## config.mk

```make
export PLATFORM = sky130hd
export DESIGN_NAME = frac_mac_alu
export DESIGN_NICKNAME = d
export VERILOG_FILES = /design/src/rtl/frac_mac_pkg.sv /design/src/rtl/frac_mac_regs.sv /design/src/rtl/frac_mac_core.sv /design/src/rtl/frac_mac_limiter.sv /design/src/rtl/frac_mac_alu.sv
export SDC_FILE = /design/constraint.sdc
export NUM_CORES = 2
export LEC_CHECK = 0
export ABC_AREA = 1
export BUFFER_PORTS_ARGS = -buffer_cell sky130_fd_sc_hd__buf_4
export CAP_MARGIN = 0
export CORE_ASPECT_RATIO = 1.75
export CORE_UTILIZATION = 50
export DETAILED_ROUTE_END_ITERATION = 10
export GPL_ROUTABILITY_DRIVEN = 0
export PLACE_DENSITY = 0.68
export SYNTH_ARGS = -nofsm -noshare
export SYNTH_HDL_FRONTEND = slang
export SYNTH_SLANG_ARGS = --single-unit
```

## constraint.sdc

```tcl
create_clock -name clk -period 12.3 [get_ports clk]
set_clock_uncertainty 0.2 [all_clocks]
set_input_delay 2.46 -clock clk [delete_from_list [all_inputs] [get_ports clk]]
set_output_delay 2.46 -clock clk [all_outputs]
set_load 0.02 [all_outputs]
```

## src/rtl/frac_mac_pkg.sv

```systemverilog
package frac_mac_pkg;

    localparam int DATA_W  = 24;
    localparam int EXT_W   = 8;
    localparam int BODY_W  = 2 * DATA_W;
    localparam int ACC_W   = BODY_W + EXT_W;
    localparam int NUM_IN  = 4;
    localparam int SEL_W   = $clog2(NUM_IN);
    localparam int NUM_ACC = 2;
    localparam int NUM_RD  = 2;
    localparam int SCL_W   = 2;

    typedef logic signed [DATA_W-1:0] word_t;
    typedef logic signed [ACC_W-1:0]  acc_t;

    localparam word_t WORD_MAX = {1'b0, {(DATA_W-1){1'b1}}};
    localparam word_t WORD_MIN = {1'b1, {(DATA_W-1){1'b0}}};

    typedef enum logic [3:0] {
        OP_IDLE = 4'd0,
        OP_MPY  = 4'd1,
        OP_MAC  = 4'd2,
        OP_MSU  = 4'd3,
        OP_ADD  = 4'd4,
        OP_SUB  = 4'd5,
        OP_AND  = 4'd6,
        OP_OR   = 4'd7,
        OP_XOR  = 4'd8,
        OP_SHL  = 4'd9,
        OP_SHR  = 4'd10
    } alu_op_e;

    typedef enum logic [SCL_W-1:0] {
        SCL_KEEP  = 2'd0,
        SCL_UP    = 2'd1,
        SCL_DOWN  = 2'd2,
        SCL_KEEP2 = 2'd3
    } scale_e;

    typedef struct packed {
        alu_op_e          op;
        logic [SEL_W-1:0] src_a;
        logic [SEL_W-1:0] src_b;
        logic             dst;
    } alu_cmd_t;

    // Sign-extended operand aligned to the upper word of the body.
    function automatic acc_t align_word(input word_t w);
        return acc_t'({{EXT_W{w[DATA_W-1]}}, w, {DATA_W{1'b0}}});
    endfunction

endpackage

```

## src/rtl/frac_mac_regs.sv

```systemverilog
module frac_mac_regs
    import frac_mac_pkg::*;
#(
    parameter int N = NUM_IN,
    parameter int W = DATA_W,
    localparam int SW = $clog2(N)
) (
    input  logic           clk,
    input  logic           rst,
    input  logic           wr_en,
    input  logic [SW-1:0]  wr_sel,
    input  logic [W-1:0]   wr_data,
    output logic [N*W-1:0] regs_flat
);

    logic [W-1:0] regs_q [N];

    always_ff @(posedge clk) begin
        if (rst) begin
            for (int k = 0; k < N; k++) regs_q[k] <= '0;
        end else if (wr_en) begin
            regs_q[wr_sel] <= wr_data;
        end
    end

    for (genvar g = 0; g < N; g++) begin : g_flat
        assign regs_flat[g*W +: W] = regs_q[g];
    end

endmodule

```

## src/rtl/frac_mac_core.sv

```systemverilog
module frac_mac_core
    import frac_mac_pkg::*;
(
    input  alu_op_e op,
    input  word_t   opa,
    input  word_t   opb,
    input  acc_t    acc_cur,
    output acc_t    acc_nxt,
    output logic    upd
);

    logic signed [BODY_W-1:0] prod;
    acc_t                     prod_x2;
    acc_t                     word_al;

    assign prod    = opa * opb;
    assign prod_x2 = acc_t'({{EXT_W{prod[BODY_W-1]}}, prod}) <<< 1;
    assign word_al = align_word(opa);

    always_comb begin
        acc_nxt = acc_cur;
        upd     = 1'b1;
        case (op)
            OP_MPY: acc_nxt = prod_x2;
            OP_MAC: acc_nxt = acc_cur + prod_x2;
            OP_MSU: acc_nxt = acc_cur - prod_x2;
            OP_ADD: acc_nxt = acc_cur + word_al;
            OP_SUB: acc_nxt = acc_cur - word_al;
            OP_AND: acc_nxt[BODY_W-1:DATA_W] = acc_cur[BODY_W-1:DATA_W] & opa;
            OP_OR:  acc_nxt[BODY_W-1:DATA_W] = acc_cur[BODY_W-1:DATA_W] | opa;
            OP_XOR: acc_nxt[BODY_W-1:DATA_W] = acc_cur[BODY_W-1:DATA_W] ^ opa;
            OP_SHL: acc_nxt = acc_cur <<< 1;
            OP_SHR: acc_nxt = acc_cur >>> 1;
            default: upd = 1'b0;
        endcase
    end

endmodule

```

## src/rtl/frac_mac_limiter.sv

```systemverilog
module frac_mac_limiter
    import frac_mac_pkg::*;
(
    input  acc_t             acc,
    input  logic [SCL_W-1:0] scale,
    output word_t            data,
    output logic             lim
);

    acc_t           scaled;
    logic [EXT_W:0] guard;
    logic           in_range;

    always_comb begin
        case (scale_e'(scale))
            SCL_UP:   scaled = acc <<< 1;
            SCL_DOWN: scaled = acc >>> 1;
            default:  scaled = acc;
        endcase
    end

    assign guard    = scaled[ACC_W-1:BODY_W-1];
    assign in_range = (&guard) | ~(|guard);
    assign lim      = ~in_range;
    assign data     = in_range ? word_t'(scaled[BODY_W-1:DATA_W])
                    : (scaled[ACC_W-1] ? WORD_MIN : WORD_MAX);

endmodule

```

## src/rtl/frac_mac_alu.sv

```systemverilog
module frac_mac_alu
    import frac_mac_pkg::*;
(
    input  logic                     clk,
    input  logic                     rst,
    input  logic [3:0]               op_i,
    input  logic [SEL_W-1:0]         src_a_i,
    input  logic [SEL_W-1:0]         src_b_i,
    input  logic                     dst_i,
    input  logic                     wr_en_i,
    input  logic [SEL_W-1:0]         wr_sel_i,
    input  logic [DATA_W-1:0]        wr_data_i,
    input  logic [NUM_RD-1:0]        rd_acc_i,
    input  logic [SCL_W*NUM_RD-1:0]  rd_scale_i,
    output logic [DATA_W*NUM_RD-1:0] rd_data_o,
    output logic [NUM_RD-1:0]        rd_lim_o
);

    logic [NUM_IN*DATA_W-1:0] regs_flat;
    alu_cmd_t                 cmd;
    word_t                    opa, opb;
    acc_t                     acc_q [NUM_ACC];
    acc_t                     acc_cur, acc_nxt;
    logic                     upd;

    frac_mac_regs #(.N(NUM_IN), .W(DATA_W)) u_regs (
        .clk       (clk),
        .rst       (rst),
        .wr_en     (wr_en_i),
        .wr_sel    (wr_sel_i),
        .wr_data   (wr_data_i),
        .regs_flat (regs_flat)
    );

    assign cmd.op    = alu_op_e'(op_i);
    assign cmd.src_a = src_a_i;
    assign cmd.src_b = src_b_i;
    assign cmd.dst   = dst_i;

    assign opa     = word_t'(regs_flat[cmd.src_a*DATA_W +: DATA_W]);
    assign opb     = word_t'(regs_flat[cmd.src_b*DATA_W +: DATA_W]);
    assign acc_cur = acc_q[cmd.dst];

    frac_mac_core u_core (
        .op      (cmd.op),
        .opa     (opa),
        .opb     (opb),
        .acc_cur (acc_cur),
        .acc_nxt (acc_nxt),
        .upd     (upd)
    );

    always_ff @(posedge clk) begin
        if (rst) begin
            for (int k = 0; k < NUM_ACC; k++) acc_q[k] <= '0;
        end else if (upd) begin
            acc_q[cmd.dst] <= acc_nxt;
        end
    end

    for (genvar p = 0; p < NUM_RD; p++) begin : g_rd
        word_t rd_word;
        frac_mac_limiter u_lim (
            .acc   (acc_q[rd_acc_i[p]]),
            .scale (rd_scale_i[p*SCL_W +: SCL_W]),
            .data  (rd_word),
            .lim   (rd_lim_o[p])
        );
        assign rd_data_o[p*DATA_W +: DATA_W] = rd_word;
    end

endmodule

```

==> run metrics, run 1 <==
EDFF count, synth=208; largest family of logic cells by synthesized area=adder cells; detailed placer's ending HPWL=around 180 mm; # IOs=94; die extent in y=419 µm; status=stopped before the end; CTS H-tree lvls=1; adder-cell share of the synthesized area=roughly 33%; fraction of registers with async set/reset=0%; Synth Register Bits=roughly 210; main flop type after synthesis=edfxtp_1; final global-route overflow total=5; Starting Density=50.5%; post-synthesis mux area share=0.363%; Yosys cell types=73; first-pass GRT wire length=354 mm; Synth warnings=0; syn_nets=8,230; sequential fraction of the synthesis area=approximately an eighth; Syn Area/Cell=around 7 µm²; Die W=about 240 µm; total CTS buffers=20; compound-cell area share of the yosys netlist=between 10% and 20%; simple-gate share of the synthesized area=between 20% and 30%; post-synthesis instance total=a little over 7,000; CTS sink cnt=208; largest net degree at the start of global routing=67; Post-Synth XOR/XNOR Area=0.227%; vias in the first global route=56,600; GRT Overall Usage=48.4%; Cell Area, Synth=49,600 µm²; Stop Error=[ERROR GRT-0116] Global routing finished with congestion. Check the congestion regions in the DRC Viewer.; stage reached=5_1_grt; buffers added on ports=93; CTS root buf=clkbuf_16; row count=152; CTS Buffer Depth=3; setup bufs post-CTS=0
## metrics by stage
| step | worst slack (ns) | cells | area [µm²] |
|---|---|---|---|
| 2_1_floorplan | 0.670 | 7243 | 49600 |
| 3_3_place_gp | -0.650 | 9112 | 56600 |
| 3_5_place_dp | -0.701 | 9112 | 56600 |
| 4_1_cts | 0.0214 | 9147 | 57200 |
## per-layer routing
metal | overflow | global-route usage (%)
met1 | 0 | 45.7
met2 | 1 | 73.9
met3 | 0 | 22.0
met4 | 4 | 52.3
met5 | 0 | 4.02
## Yosys cell counts, types with 20 or more instances
cell type,n,area share (%)
a21o_1,22,0.33
a21oi_1,478,4.8
a22oi_1,33,0.50
a32oi_1,38,0.67
buf_1,25,0.19
buf_2,97,0.98
clkbuf_1,122,0.92
edfxtp_1,208,13
fa_1,611,25
ha_1,332,8.4
inv_1,1385,10
inv_2,51,0.39
nand2_1,1438,11
nand3_1,317,3.2
nand4_1,93,1.2
nor2_1,1086,8.2
nor2_2,22,0.28
nor3_1,76,0.77
nor4_1,20,0.25
o2111ai_1,20,0.35
o21ai_0,320,3.2
o21ai_1,91,0.92
o21bai_1,43,0.65
o22ai_1,73,0.92
## cells by family after synthesis
logic type      count (synthesis)
compound gates               1227
xor+xnor                       12
fa+ha+maj                     943
buf+inv                      1705
flops                         208
mux                            18
simple gates                 3130
## what timing repair did
item / 4_1_cts
gates resized for setup: 3
setup endpoints to repair: 2
pin swaps: 1
gates cloned: 0
hold buffers: 0
==> run 2: changes to the inputs <==
--- a/config.mk
+++ b/config.mk
@@ -8,11 +8,10 @@
 export ABC_AREA = 1
 export BUFFER_PORTS_ARGS = -buffer_cell sky130_fd_sc_hd__buf_4
 export CAP_MARGIN = 0
-export CORE_ASPECT_RATIO = 1.75
-export CORE_UTILIZATION = 50
+export CORE_UTILIZATION = 35
 export DETAILED_ROUTE_END_ITERATION = 10
 export GPL_ROUTABILITY_DRIVEN = 0
-export PLACE_DENSITY = 0.68
+export PLACE_DENSITY_LB_ADDON = 0.15
 export SYNTH_ARGS = -nofsm -noshare
 export SYNTH_HDL_FRONTEND = slang
 export SYNTH_SLANG_ARGS = --single-unit
==> constraint.sdc (replaced) <==
create_clock -name clk -period 16 [get_ports clk]
set_clock_uncertainty 0.2 [all_clocks]
set_input_delay 3.2 -clock clk [delete_from_list [all_inputs] [get_ports clk]]
set_output_delay 3.2 -clock clk [all_outputs]
set_load 0.02 [all_outputs]
==> run metrics, run 2 <==
crit share post-route=about 95%; Slew headroom=2.45%; CP Capture Type=flop; cell with the most instances after synthesis=nand2_1; dpl cells=9,058 (-0.59%); leading cell type in the layout, fill and taps excluded=nand2_1; TritonCTS clock tree=done; max-slew violation count=0; average wire per standard cell=24.8 µm; FILL cells=15,100; most used cell along the critical path=nand2_1; adder-cell share of the synthesized area=33.0% (unchanged); syn_nets=8,230 (unchanged); Max Cap Viol=0; status=finished, final reports clean; CTS sink cnt=208 (unchanged); Post-Synth XOR/XNOR Area=0.227% (unchanged); largest stage delay on the critical path=just under 0.8 ns; critical path class=input port to flop; Area Overhead vs Synth=7.25%; worst path required time=16.13 ns; CP arrival=~15 ns; die extent in y=378 µm (-9.6%); CP bufs+invs=9; antenna violations before repair=8; main flop type after synthesis=edfxtp_1; clk slew on worst S/H paths=0.06 ns; Cell Area, Synth=49,600 µm² (unchanged); vias in the first global route=between 40,000 and 50,000; most frequent cells in the layout=nand2_1, inv_1, nor2_1; worst-margin pin slew=1.45 ns; Detail Route Antenna Nets=0; RSZ-0062 raised after global routing=no; largest family of logic cells by synthesized area=adder cells; Hold Vio Cnt, Final=0; # IOs=94 (unchanged); cell taking the most area after synthesis=fa_1; Final Critical Period=around 15 ns; Top delay family on crit path=adder cells; Synth top area share=24.7% (unchanged); Core ar.=140,000 µm²; EDFF count, synth=208 (unchanged); post-synthesis mux area share=0.363% (unchanged); Starting Density=35.4% (-15 points); Area contributors post-synth=fa_1, edfxtp_1, nand2_1, inv_1, ha_1; Post-CTS Hold Buffers=0 (unchanged); biggest regs=acc_q x112, u_regs.regs_q x96; CP max-delay cell=fa_1; via count=50,300; DP Worst Slack=0.379 ns (+1.08 ns); Post-synth top cells=nand2_1, inv_1, nor2_1; Final Routed Wirelength=~230 mm; Die W=378 µm (+58%); largest net degree at the start of global routing=74; crit path launch type=input port; total CTS buffers=27 (+35%); Final Cell Area=53,200 µm²; Layout Nets=8,198; Fmax=65.8 MHz; post-DR vias/cell=5.53; post-synthesis instance total=7,243 (unchanged); first-pass GRT wire length=331 mm; final global-route overflow total=0; CTS H-tree lvls=1 (unchanged); GRT Overall Usage=31.5%; drt first pass iters=9; drt drc=0; Critical Path Fanout Max=73; most flop-heavy register=acc_q; number of gates resized after cts=0 (-3); fraction of registers with async set/reset=0% (unchanged); non-filler cells, final=9,106; Synth warnings=0 (unchanged); CTS Buffer Depth=3 (unchanged); Final setup viols=0; row count=137 (-9.9%); ratio of cells with drive above 1 in the final layout=slightly below 6%; clk_lat worst skew=0.63 ns; sequential fraction of the synthesis area=12.6% (unchanged); Tightest Hold Check Type=flop to flop; simple-gate share of the synthesized area=26.0% (unchanged); setup bufs post-CTS=0 (unchanged); cell area after placement=52,400 µm² (-7.4%); compound-cell area share of the yosys netlist=14.4% (unchanged); CTS root buf=clkbuf_16; die area=143,000 µm²; Synth Register Bits=208 (unchanged); max FFs per register=roughly 110; setup ws final=0.810 ns; Yosys cell types=73 (unchanged); final setup TNS=0 ns; initial DRC count=5,976; detailed placer's ending HPWL=183 mm (+0.55%); Syn Area/Cell=6.85 µm² (unchanged); buffers added on ports=93 (unchanged)
[run 2: per-layer routing]
metal	share of wire, %	GRT usage [%]
met5	0.022	0
met1	41	42.2
met3	10	6.81
met2	43	48.3
met4	5.5	14.4
[run 2: layout make-up]
cell class / count / area (µm²) / area share (%)
multi-input combinational: 5330 / 36900 / 69.3
tap: 1876 / 2350 / 4.41
antenna: 3 / 7.51 / 0.0141
timing repair buffer: 203 / 1540 / 2.90
clock inverter: 15 / 88.8 / 0.167
inverter: 1441 / 5410 / 10.2
clock buffer: 30 / 687 / 1.29
sequential: 208 / 6250 / 11.7
[run 2: metrics by stage]
step | hold slack (ns) | utilization, %
2_1_floorplan | 0.464 | -
3_3_place_gp | 0.507 | 37.4
3_5_place_dp | 0.520 | 37.4
4_1_cts | 0.533 | 38.0
5_1_grt | 0.616 | 38.0
6_report | 0.534 | 38.0
[run 2: final timing paths]
| check | to | depth (start not counted) | from | slack (ns) |
|---|---|---|---|---|
| hold reg to reg | acc_q[0][0]$_SDFFCE_PN0P_ | 4 | acc_q[0][0]$_SDFFCE_PN0P_ | 0.53 |
| hold / removal | acc_q[0][0]$_SDFFCE_PN0P_ | 4 | acc_q[0][0]$_SDFFCE_PN0P_ | 0.53 |
| setup / recovery | acc_q[0][51]$_SDFFCE_PN0P_ | 42 | src_b_i[0] | 0.81 |
| setup reg to reg | acc_q[0][51]$_SDFFCE_PN0P_ | 40 | u_regs.regs_q[1][23]$_SDFFCE_PN0P_ | 3.55 |
[run 2: worst min-delay path, delay by kind of cell (launching register included)]
family / cells / cell delay, ns
simple gates: 3 / 0.22
flops: 1 / 0.32
compound gates: 1 / 0.08
[run 2: kinds of logic (layout without fill, tap and decap cells)]
group / count (synthesis) / after routing
compound gates: 1227 / 1227
xor+xnor: 12 / 12
fa+ha+maj: 943 / 943
buf+inv: 1705 / 1689
flops: 208 / 208
mux: 18 / 18
other cells: 0 / 3
simple gates: 3130 / 3130
Power of run 2 is not shown: default switching activity piles up to over one toggle a cycle in this logic, so the estimate is an artifact.
